--- config.mk ---
export PLATFORM = sky130hd
export DESIGN_NAME = rail_fault_supervisor
export DESIGN_NICKNAME = d
export VERILOG_FILES = /design/src/rtl/rail_fault_supervisor.sv
export SDC_FILE = /design/constraint.sdc
export NUM_CORES = 1
export LEC_CHECK = 0
export BUFFER_PORTS_ARGS = -buffer_cell sky130_fd_sc_hd__buf_4
export CORE_ASPECT_RATIO = 1.1
export CORE_MARGIN = 3
export CORE_UTILIZATION = 30
export DETAILED_ROUTE_END_ITERATION = 6
export PLACE_DENSITY_LB_ADDON = 0.12
export SLEW_MARGIN = 15
export SYNTH_ARGS = -nofsm -noshare
export SYNTH_HDL_FRONTEND = slang
export SYNTH_SLANG_ARGS = --single-unit
--- constraint.sdc ---
create_clock -name clk -period 4 [get_ports clk]
set_input_delay 0.4 -clock clk [delete_from_list [all_inputs] [get_ports clk]]
set_output_delay 0.4 -clock clk [all_outputs]
set_load 0.005 [all_outputs]
--- src/rtl/rail_fault_supervisor.sv ---
module rail_fault_supervisor #(
  parameter int RAILS = 5,
  parameter int FORGIVE = 16384,
  parameter int LIMIT_S5 = 4,
  parameter int LIMIT_RUN = 5,
  localparam int CW = $clog2(LIMIT_RUN + 1),
  localparam int QW = $clog2(FORGIVE + 1)
) (
  input  logic             clk,
  input  logic             rst_n,
  input  logic             tick,
  input  logic [RAILS-1:0] uv_flag,
  input  logic             oc_mem,
  input  logic             ov_mem,
  input  logic             ov_term,
  input  logic             temp_hot,
  input  logic             temp_cool,
  input  logic             bias_por,
  input  logic             s5_n,
  input  logic             from_s5,
  input  logic [RAILS-1:0] restart_ack,
  output logic [RAILS-1:0] rail_kill,
  output logic [RAILS-1:0] restart_req,
  output logic             shutdown,
  output logic [CW-1:0]    fault_count
);
  localparam logic [CW-1:0] CMAX = '1;
  localparam logic [QW-1:0] QFULL = QW'(FORGIVE);

  logic [RAILS-1:0] fq, fqd, pend, off;
  logic [QW-1:0] quiet;
  logic s5q, s5qd, ovq, hotq, coolq, porq, froms5q;
  logic ov_lat, ot_lat, trip_lat;

  wire [RAILS-1:0] rise  = fq & ~fqd;
  wire [RAILS-1:0] grant = pend & (~pend + 1'b1);
  wire             s5_rise = s5q & ~s5qd;
  wire [CW-1:0]    limit = froms5q ? CW'(LIMIT_S5) : CW'(LIMIT_RUN);

  assign shutdown    = ov_lat | ot_lat | trip_lat;
  assign rail_kill   = off | {RAILS{shutdown}};
  assign restart_req = off & ~{RAILS{shutdown}};

  always_ff @(posedge clk) begin
    if (!rst_n) begin
      fq <= '0; fqd <= '0; pend <= '0; off <= '0;
      quiet <= '0; fault_count <= '0;
      s5q <= 1'b0; s5qd <= 1'b0; ovq <= 1'b0; hotq <= 1'b0;
      coolq <= 1'b0; porq <= 1'b0; froms5q <= 1'b0;
      ov_lat <= 1'b0; ot_lat <= 1'b0; trip_lat <= 1'b0;
    end else begin
      fq      <= uv_flag | {{(RAILS-1){1'b0}}, oc_mem};
      fqd     <= fq;
      s5q     <= s5_n;
      s5qd    <= s5q;
      ovq     <= ov_mem | ov_term;
      hotq    <= temp_hot;
      coolq   <= temp_cool;
      porq    <= bias_por;
      froms5q <= from_s5;

      ov_lat   <= ovq | (ov_lat & ~s5_rise);
      ot_lat   <= hotq | (ot_lat & ~(coolq & (porq | s5_rise)));
      trip_lat <= (fault_count >= limit) | (trip_lat & ~s5_rise);

      if (!s5q) begin
        pend <= '0; off <= '0; fault_count <= '0; quiet <= '0;
      end else begin
        pend <= (pend & ~grant) | rise;
        off  <= (off & ~restart_ack) | rise;
        if (|grant) begin
          quiet <= '0;
          if (fault_count != CMAX) fault_count <= fault_count + 1'b1;
        end else begin
          if (quiet == QFULL) fault_count <= '0;
          if (tick && quiet != QFULL) quiet <= quiet + 1'b1;
        end
      end
    end
  end

  assert_count_step_R3: assert property (@(posedge clk) disable iff (!rst_n)
    fault_count != $past(fault_count) |->
      (fault_count == CW'($past(fault_count) + 1'b1) || fault_count == '0));

  assert_forgiven_R4: assert property (@(posedge clk) disable iff (!rst_n)
    (quiet == QFULL && $past(quiet) == QFULL) |-> fault_count == '0);

  assert_no_quiet_overflow_R4: assert property (@(posedge clk) disable iff (!rst_n)
    quiet <= QFULL);

  assert_trip_at_limit_R5: assert property (@(posedge clk) disable iff (!rst_n)
    fault_count >= CW'(LIMIT_RUN) |=> shutdown);

  assert_ov_release_R6: assert property (@(posedge clk) disable iff (!rst_n)
    $fell(ov_lat) |-> $past(s5q && !s5qd));

  assert_cool_release_R7: assert property (@(posedge clk) disable iff (!rst_n)
    $fell(ot_lat) |-> $past(coolq));

  assert_req_quiet_in_shutdown_R8: assert property (@(posedge clk) disable iff (!rst_n)
    shutdown |-> restart_req == '0 && rail_kill == '1);
endmodule

======== Word-level counts from Yosys, hierarchy flattened ========
Index checks and enable logic that the tools add are counted.
word-level totals
  register bits after elaboration ......... 48
  input bits .............................. 21
  output and inout bits ................... 14
  word-level logic and storage cells ...... 65
cells by class
  add/subtract/negate cells ............... 3
  order comparisons ....................... 1
  eq/ne operators ......................... 4
  multiplexer cells ....................... 4
  bitwise operators ....................... 31
  reductions and logical operators ........ 6
operator list
  operator                                                number
  bitwise AND 5 bit                                       5
  NOT 5 bit                                               5
  adder 15 x 1 -> 15 bit (second input constant)          1
  == test 15 bit (second input constant)                  1
  inequality test 15 bit (second input constant)          1
  bitwise OR 5 bit                                        3
  2-to-1 mux 3 bit                                        3
  bitwise OR 1 bit                                        7
  OR reduction 7 bit                                      1
  adder 5 x 1 -> 5 bit (second input constant)            1
  bitwise AND 1 bit                                       5
  NOT 1 bit                                               5
  bitwise OR 5 x 1 -> 5 bit                               1
  OR reduction 5 bit                                      1
  AND reduction 2 bit                                     2
  adder 3 x 1 -> 3 bit (second input constant)            1
  greater-or-equal comparator 3 bit                       1
  inequality test 3 bit (second input constant)           1
  inequality test 2 x 1 -> 1 bit (second input constant)  1
  nonzero test 2 bit                                      1
  logical AND 1 bit                                       1
  2-to-1 mux 1 bit                                        1

======== Logic depth before layout (Yosys ltp) ========
Gate-level depths: netlist (run 1).
  depth after elaboration ................. 7
  mapped depth ............................ 6
  gate-level depth less buffers ........... 6

======== Least setup slack after synthesis (run 1) ========
Ideal clock, no wire load.
  path type ............................... reg-to-reg
  from .................................... reg pend[1]
  to ...................................... reg quiet[1]
  library setup time ...................... 0.064 ns
  arrival time ............................ 1.506 ns
  required time ........................... 3.936 ns
  path slack .............................. 2.430 ns
  stages on the path, launching flop included .. 6
  path buffers ............................ 2
  period minus slack after synthesis ...... 1.570 ns
  cells stage by stage .................... dfxtp_1 > or4_4 > or3_1 > buf_6 > buf_6 > nor2_1
between the ends
  cells in the longest elaborated chain, start to end .. 4
ends and longest elaborated chain
  element                                  line  text
  start: declaration                       30    logic [RAILS-1:0] fq, fqd, pend, off;
  start signal: assignment                 69    pend <= (pend & ~grant) | rise;
  NOT 5 bit                                36    wire [RAILS-1:0] grant = pend & (~pend + 1'b1);
  adder 5 x 1 -> 5 bit                     36
  bitwise AND 5 bit (*)                    36
  OR reduction 7 bit (no source line) (*)  n/a
  end signal: assignment                   76    if (tick && quiet != QFULL) quiet <= quiet + 1'b1;
  end: declaration                         31    logic [QW-1:0] quiet;
Mark *: on every way between the ends. The rest lies on a longest branch, timed or not.
A chain may end at the register's enable or synchronous reset.

======== Worst setup path after layout (run 1) ========
  from .................................... reg ot_lat
  to ...................................... out restart_req[4]
between the ends
  cells in the longest elaborated chain, start to end .. 4
ends and longest elaborated chain
  element                         line  text
  start: declaration              33    logic ov_lat, ot_lat, trip_lat;
  start signal: assignment        63    ot_lat <= hotq | (ot_lat & ~(coolq & (porq | s5_rise)));
  bitwise OR 1 bit (2 in series)  40    assign shutdown = ov_lat | ot_lat | trip_lat;
  NOT 5 bit                       42    assign restart_req = off & ~{RAILS{shutdown}};
  bitwise AND 5 bit               42
  end: declaration                23    output logic [RAILS-1:0] restart_req,
No other way between the ends.

==> results of run 1 <==
## power groups by stage
| stage | clock, µW | combinational (µW) | sequential, µW |
|---|---|---|---|
| after CTS | 312 | 66.9 | 495 |
| final | 297 | 65.1 | 495 |
| after floorplan | 0 | 35.7 | 505 |
| after global placement | 0 | 66.4 | 506 |
| after global routing | 328 | 73.6 | 497 |
| after detailed placement | 0 | 66.6 | 506 |
## cell type report
type	count	share of cell area, %
clock buffer	7	3.690
clock inverter	1	0.3209
inverter	9	1.444
multi-input combinational	142	38.29
sequential	48	41.07
tap	80	4.278
timing repair buffer	34	10.91
## state kept, by name (all words and copies together) (netlist names), 3 cells and up
register and cells:
fault_count 3, fq 5, fqd 5, off 5, pend 5, quiet 15
## per-layer routing
layer	up-vias	track usage, %	part of all wire [%]
li1	762	-	-
met1	631	13.51	46
met2	30	16.78	49
met3	2	3.206	4.3
met4	0	2.861	0.68
met5	-	0	0
## layout by cell type (no fill, tap or decap), types with 2 or more instances in the layout
master and n:
a31o_2 2, xor2_1 2, or3_1 2, nand2b_1 16
nor3_1 6, ha_1 5, nand2_1 11, inv_1 9
buf_4 34, nand4_1 8, and2_1 19, o21ai_0 2
xnor2_1 9, nor2_2 3, dfxtp_1 48, nor2_1 12
nor2b_1 3, clkbuf_8 6, nand3b_1 2, nor4_1 5
o21a_1 3, nand3_1 3, o211ai_1 3, a21oi_1 15
## metrics by stage
stage	util [%]	power, µW	hold WS [ns]	instances
2_1_floorplan	-	540.7	0.4178	207
3_3_place_gp	36.04	572.8	0.4276	313
3_5_place_dp	36.04	573.0	0.4304	313
4_1_cts	37.55	874.3	0.2882	321
5_1_grt	37.55	898.3	0.3008	321
6_report	37.55	857.3	0.2980	321
## Yosys cell counts (all sizes together)
cell type	n
ha	5
or3	2
and2	19
mux2i	1
buf	2
a22oi	1
or2	1
o21ai	2
nor3	6
nor2b	3
xor2	2
o21bai	1
or4	1
a21boi	1
a31o	2
o211ai	3
o31ai	1
inv	9
nand3	3
a41oi	1
nand3b	2
and3b	1
a21oi	15
nor4b	1
nor4	5
xnor2	9
o21a	3
or3b	1
nand2	11
nand4	8
nor2	15
dfxtp	48
nand2b	16
clkbuf	6
## how the worst min path moves through the flow
stage                 from      to  slack (ns)  cells after the start
CTS                 ov_mem     ovq        0.29                      2
detailed placement    hotq  ot_lat        0.43                      1
global route        ov_mem     ovq        0.30                      2
floorplan             hotq  ot_lat        0.42                      1
global placement      hotq  ot_lat        0.43                      1
finish              ov_mem     ovq        0.30                      2
## kinds of logic after synthesis
logic type	count (synthesis)	synth area share [%]
and+or+nand+nor	95	27.93
xor gates and xnor gates	11	4.978
adders and majority gates	5	3.232
DFF	48	49.64
muxes	1	0.5172
AOI/OAI and AO/OA	30	9.632
buffers and inverters	17	4.072
==> qor.yml, run 1 <==
htree_levels: 2
drive_gt1_share_pct: 20.33
synth_fp_nets: 233
routed_wirelength_um: 3657
synth_cells: 207
clk_pin_slew_ns: 0.09
cts_resized: 0
fin_area_mm2: 0.002340
root_buffer: "clkbuf_8"
power_density_mw_per_mm2: 366.4
drc: 0
synthTopCellsByArea: "dfxtp_1 50%, and2_1 6.1%, nand2b_1 5.2%"
clkSinkCount: 48
maxCapViolations: 0
tightest_slew_ns: 1.085
place_area_mm2: 0.002246
cp.required_ns: 3.60
endpoint: "restart_req[4]"
drtAntennaViolNets: 0
port_buffers: 34
cp.arrival_ns: 1.84
rows: 30
ys_types: 35
dr.first_iter.drc_count: 14
synth_seq_area_share_pct: 49.64
syn_area_mm2: 0.001936
fin_crit_ns: 2.241
clock_path_buffers: 2
cts_buffers: 5
seq_area_um2: 960.9
place_congestion: 0.7330
initial_core_util_pct: 31.06
final.setup.tns_ns: 0
ir_drop_mv: 0.1675
skew_ns: 0.01051
area_growth_pct: 20.88
fill_cells: 680
antenna_found_initial: 0
die_w_um: 82.59
power_frac_seq_pct: 57.7
cp_max_fo: 11
post_cts_buffers: 0
r2r_end: "quiet[2]"
first_pass_iters: 5
rr_startpoint: "quiet[0]"
grt_pass1_vias: 1361
dp_hpwl_um: 2702
cts_hold_buffers: 0
fin_nets: 266
antenna_cells: 0
finalSetupViolations: 0
period_share_pct: 56.03
p_leak_uw: 0.0008874
wl_per_cell_um: 11.39
switching_share_pct: 22.11
power_frac_clock_pct: 34.7
p_int_uw: 667.8
fmax_mhz: 446.2
path_buf_inv: 1
power.switching_uw: 189.5
slew_headroom_pct: 27.11
finalWorstSetupSlack_ns: 1.759
slew_violations: 0
cp_cell_sequence: "nor3_1, and2_1, buf_4"
synth_top_area_share_pct: 49.64
io_pins: 35
power_frac_comb_pct: 7.6
rsz0062_at_grt: "false"
via_per_inst: 4.439
status: "completed"
grt_max_degree: 21
ff2ff_path_depth: 6
coreArea_mm2: 0.006231
grt_pass1_wl_um: 6223
multi_input_area_um2: 895.9
r2r_setup_slack_ns: 2.24
cp-startpoint: "ot_lat"
syn_avg_cell_area_um2: 9.351
dieArea_mm2: 0.007453
yosys.area.top_type: "dfxtp_1"
hold_class: "in -> reg"
ys_ff_latch: 48
worstSetupPathType: "reg -> out"
cp_num_cells: 3
vias: 1425
cpMaxStageDelayCell: "nor3_1"
cp_top_family: "simple AND/OR/NAND/NOR gates"
cts_tree: "yes"
die_h_um: 90.25
end_kind: "primary output"
grtUsageTotal_pct: 10.50
overflow: 0
hold_viol_final: 0
start_kind: "flip-flop"
place_ws_ns: 2.056
cpPeakStageDelay_ns: 0.87
clk_latency_ns: 0.29
yosysWarnings: 0
Note: power is estimated with default switching activity, not from simulation.
==> run 2, diff against run 1 <==
Settings changed: ABC_AREA set to 1.
Clock period 4 ns to 2.07 ns, I/O delays scaled along.
==> run 2 against run 1 <==
- critical path depth up 2
- flip-flop and latch count unchanged
- first-iteration DRC count rose to 2.9 times the previous value
- critical path type unchanged
==> qor.yml, run 2 <==
syn_area_mm2: 0.002205  # +14%
dr.first_iter.drc_count: 40  # +26
coreArea_mm2: 0.007087  # +14%
cp.arrival_ns: 1.39  # -0.45 ns
first_pass_iters: 5  # unchanged
synth_top_area_share_pct: 43.59  # -6.1 points
slew_headroom_pct: 81.36  # +54 points
hold_viol_final: 0  # unchanged
die_h_um: 95.91  # +6.3%
root_buffer: "clkbuf_8"
grt_pass1_wl_um: 8114  # +30%
cts_resized: 0  # unchanged
synthTopCellsByArea: "dfxtp_1 44%, nand2_1 13%, inv_1 9.4%"
final_common_cell: "nand2_1"
grt_pass1_vias: 1777  # +31%
routed_wirelength_um: 4655  # +27%
hold_class: "in -> reg"
cp_max_fo: 6  # -5
finalSetupViolations: 0  # unchanged
largest_reg_flops: 15  # unchanged
grt_max_degree: 19  # -9.5%
fin_nets: 382  # +44%
clk_pin_slew_ns: 0.09  # about the same
place_congestion: 0.7675  # +4.7%
skew_ns: 0.003550  # -0.006956 ns
cts_buffers: 5  # unchanged
grtUsageTotal_pct: 12.26  # +1.8 points
io_pins: 35  # unchanged
power_density_mw_per_mm2: 705.4  # +93%
area_growth_pct: 21.06
cts_tree: "yes"
post_cts_buffers: 0  # unchanged
p_leak_uw: 0.001241  # +40%
fill_cells: 752  # +11%
status: "completed"
initial_core_util_pct: 31.11  # +0.044 points
hold_ws_ns: 0.08553  # -0.2125 ns
synth_edf_count: 0  # unchanged
final.setup.tns_ns: 0  # unchanged
synthTopCellsByCount: "78 x nand2_1, 55 x inv_1, 48 x dfxtp_1"
vias: 1916  # +34%
end_kind: "primary output"
period_share_pct: 77.17
dp_hpwl_um: 3448  # +28%
synthFlopType: "dfxtp_1"
drive_gt1_share_pct: 18.26  # -2.1 points
cp.required_ns: 1.86  # -1.74 ns
synth_fp_nets: 346  # +48%
drc: 0  # unchanged
yosysWarnings: 0  # unchanged
synth_cells: 320  # +55%
maxCapViolations: 0  # unchanged
dieArea_mm2: 0.008415  # +13%
tightest_slew_ns: 0.2787  # -0.8063 ns
port_buffers: 34  # unchanged
rows: 32  # +6.7%
instances_no_fill: 441  # +37%
clkSinkCount: 48  # unchanged
ir_drop_mv: 0.2985  # +78%
die_w_um: 87.74  # +6.2%
syn_avg_cell_area_um2: 6.889  # -26%
cts_hold_buffers: 0  # unchanged
fmax_mhz: 626.0
start_kind: "flip-flop"
clock_path_buffers: 2  # unchanged
slew_violations: 0  # unchanged
ys_ff_latch: 48  # unchanged
antenna_found_initial: 0  # unchanged
worstSetupPathType: "reg -> out"
top_register: "quiet"
antenna_cells: 0  # unchanged
clk_latency_ns: 0.30  # about the same
rsz0062_at_grt: "false"
fin_crit_ns: 1.597
synth_seq_area_share_pct: 43.59  # -6.1 points
layout_common_cells: "78 x nand2_1, 55 x inv_1, 48 x dfxtp_1, 46 x nor2_1, 35 x buf_4"
yosys.area.top_type: "dfxtp_1"
via_per_inst: 4.345  # -2.1%
htree_levels: 2  # unchanged
drtAntennaViolNets: 0  # unchanged
place_inst: 434  # +39%
yosysMostFrequentCell: "nand2_1"
synthArstFlopShare_pct: 0  # unchanged
overflow: 0  # unchanged
ys_types: 23  # -34%
wl_per_cell_um: 10.56  # -7.3%
==> run 2: cell types whose count changed after synthesis, moves of 14 or more <==
| cell | before | now |
|---|---|---|
| and2_1 | 19 | 0 |
| inv_1 | 9 | 55 |
| nand2_1 | 11 | 78 |
| nand2b_1 | 16 | 0 |
| nand3_1 | 3 | 17 |
| nor2_1 | 12 | 46 |
==> run 2: layout make-up <==
class / count / area [µm²] / share of cell area (%)
clock inverters: 2 / 60.06 / 2.250
inverters: 58 / 217.7 / 8.158
flip-flops and latches: 48 / 960.9 / 36.01
multi-input cells: 208 / 992.2 / 37.18
well taps: 85 / 106.4 / 3.985
clock buffers: 5 / 68.82 / 2.579
repair buffers: 35 / 262.8 / 9.845
==> run 2: kinds of logic (layout without fill, tap and decap cells) <==
| logic type | after synthesis | count (layout) | synth area share (%) |
|---|---|---|---|
| AO/OA/AOI/OAI | 27 | 27 | 6.129 |
| XOR/XNOR | 5 | 5 | 1.987 |
| adder cells (fa/ha/maj) | 5 | 5 | 2.838 |
| buffers and inverters | 64 | 100 | 11.41 |
| flip-flops | 48 | 48 | 43.59 |
| AND/OR/NAND/NOR | 171 | 171 | 34.05 |
==> run 2: per-layer routing <==
| metal | wire length (µm) | share of wire (%) | GRT usage (%) |
|---|---|---|---|
| met4 | 87 | 1.9 | 4.348 |
| met3 | 211 | 4.5 | 2.568 |
| met1 | 2090 | 45 | 15.29 |
| met2 | 2265 | 49 | 20.79 |
| met5 | 0 | 0 | 0 |
==> run 2: final timing paths <==
path / start / end / slack (ns) / cells after the start
max: ot_lat / restart_req[3] / 0.47 / 5
min: uv_flag[4] / fq[4] / 0.09 / 3
max reg2reg: quiet[0] / quiet[1] / 0.51 / 9
min reg2reg: fq[3] / fqd[3] / 0.43 / 2
==> run 2: per-stage QoR <==
step,utilization [%],total power (µW),instance area (µm²),worst slack [ns]
after floorplan,-,1052,2205,0.7887
after global placement,35.84,1126,2540,0.5348
after detailed placement,35.84,1128,2540,0.5134
after CTS,37.66,1923,2669,0.3927
after global routing,37.66,1973,2669,0.3227
final,37.66,1883,2669,0.4727
==> run 2: report_power, final <==
group	total, µW	leakage (µW)	switching, µW	internal [µW]
Combinational	145	0.000785	76.0	69.2
Sequential	957	0.000392	9.58	947
Clock	781	0.0000642	305	475
==> run 2: worst max-delay path, cell delays in order, from the launching register on <==
cell     delay, ns
dfxtp_1       0.32
nor3_1        0.24
buf_4         0.20
inv_1         0.11
nor2_1        0.11
buf_4         0.11
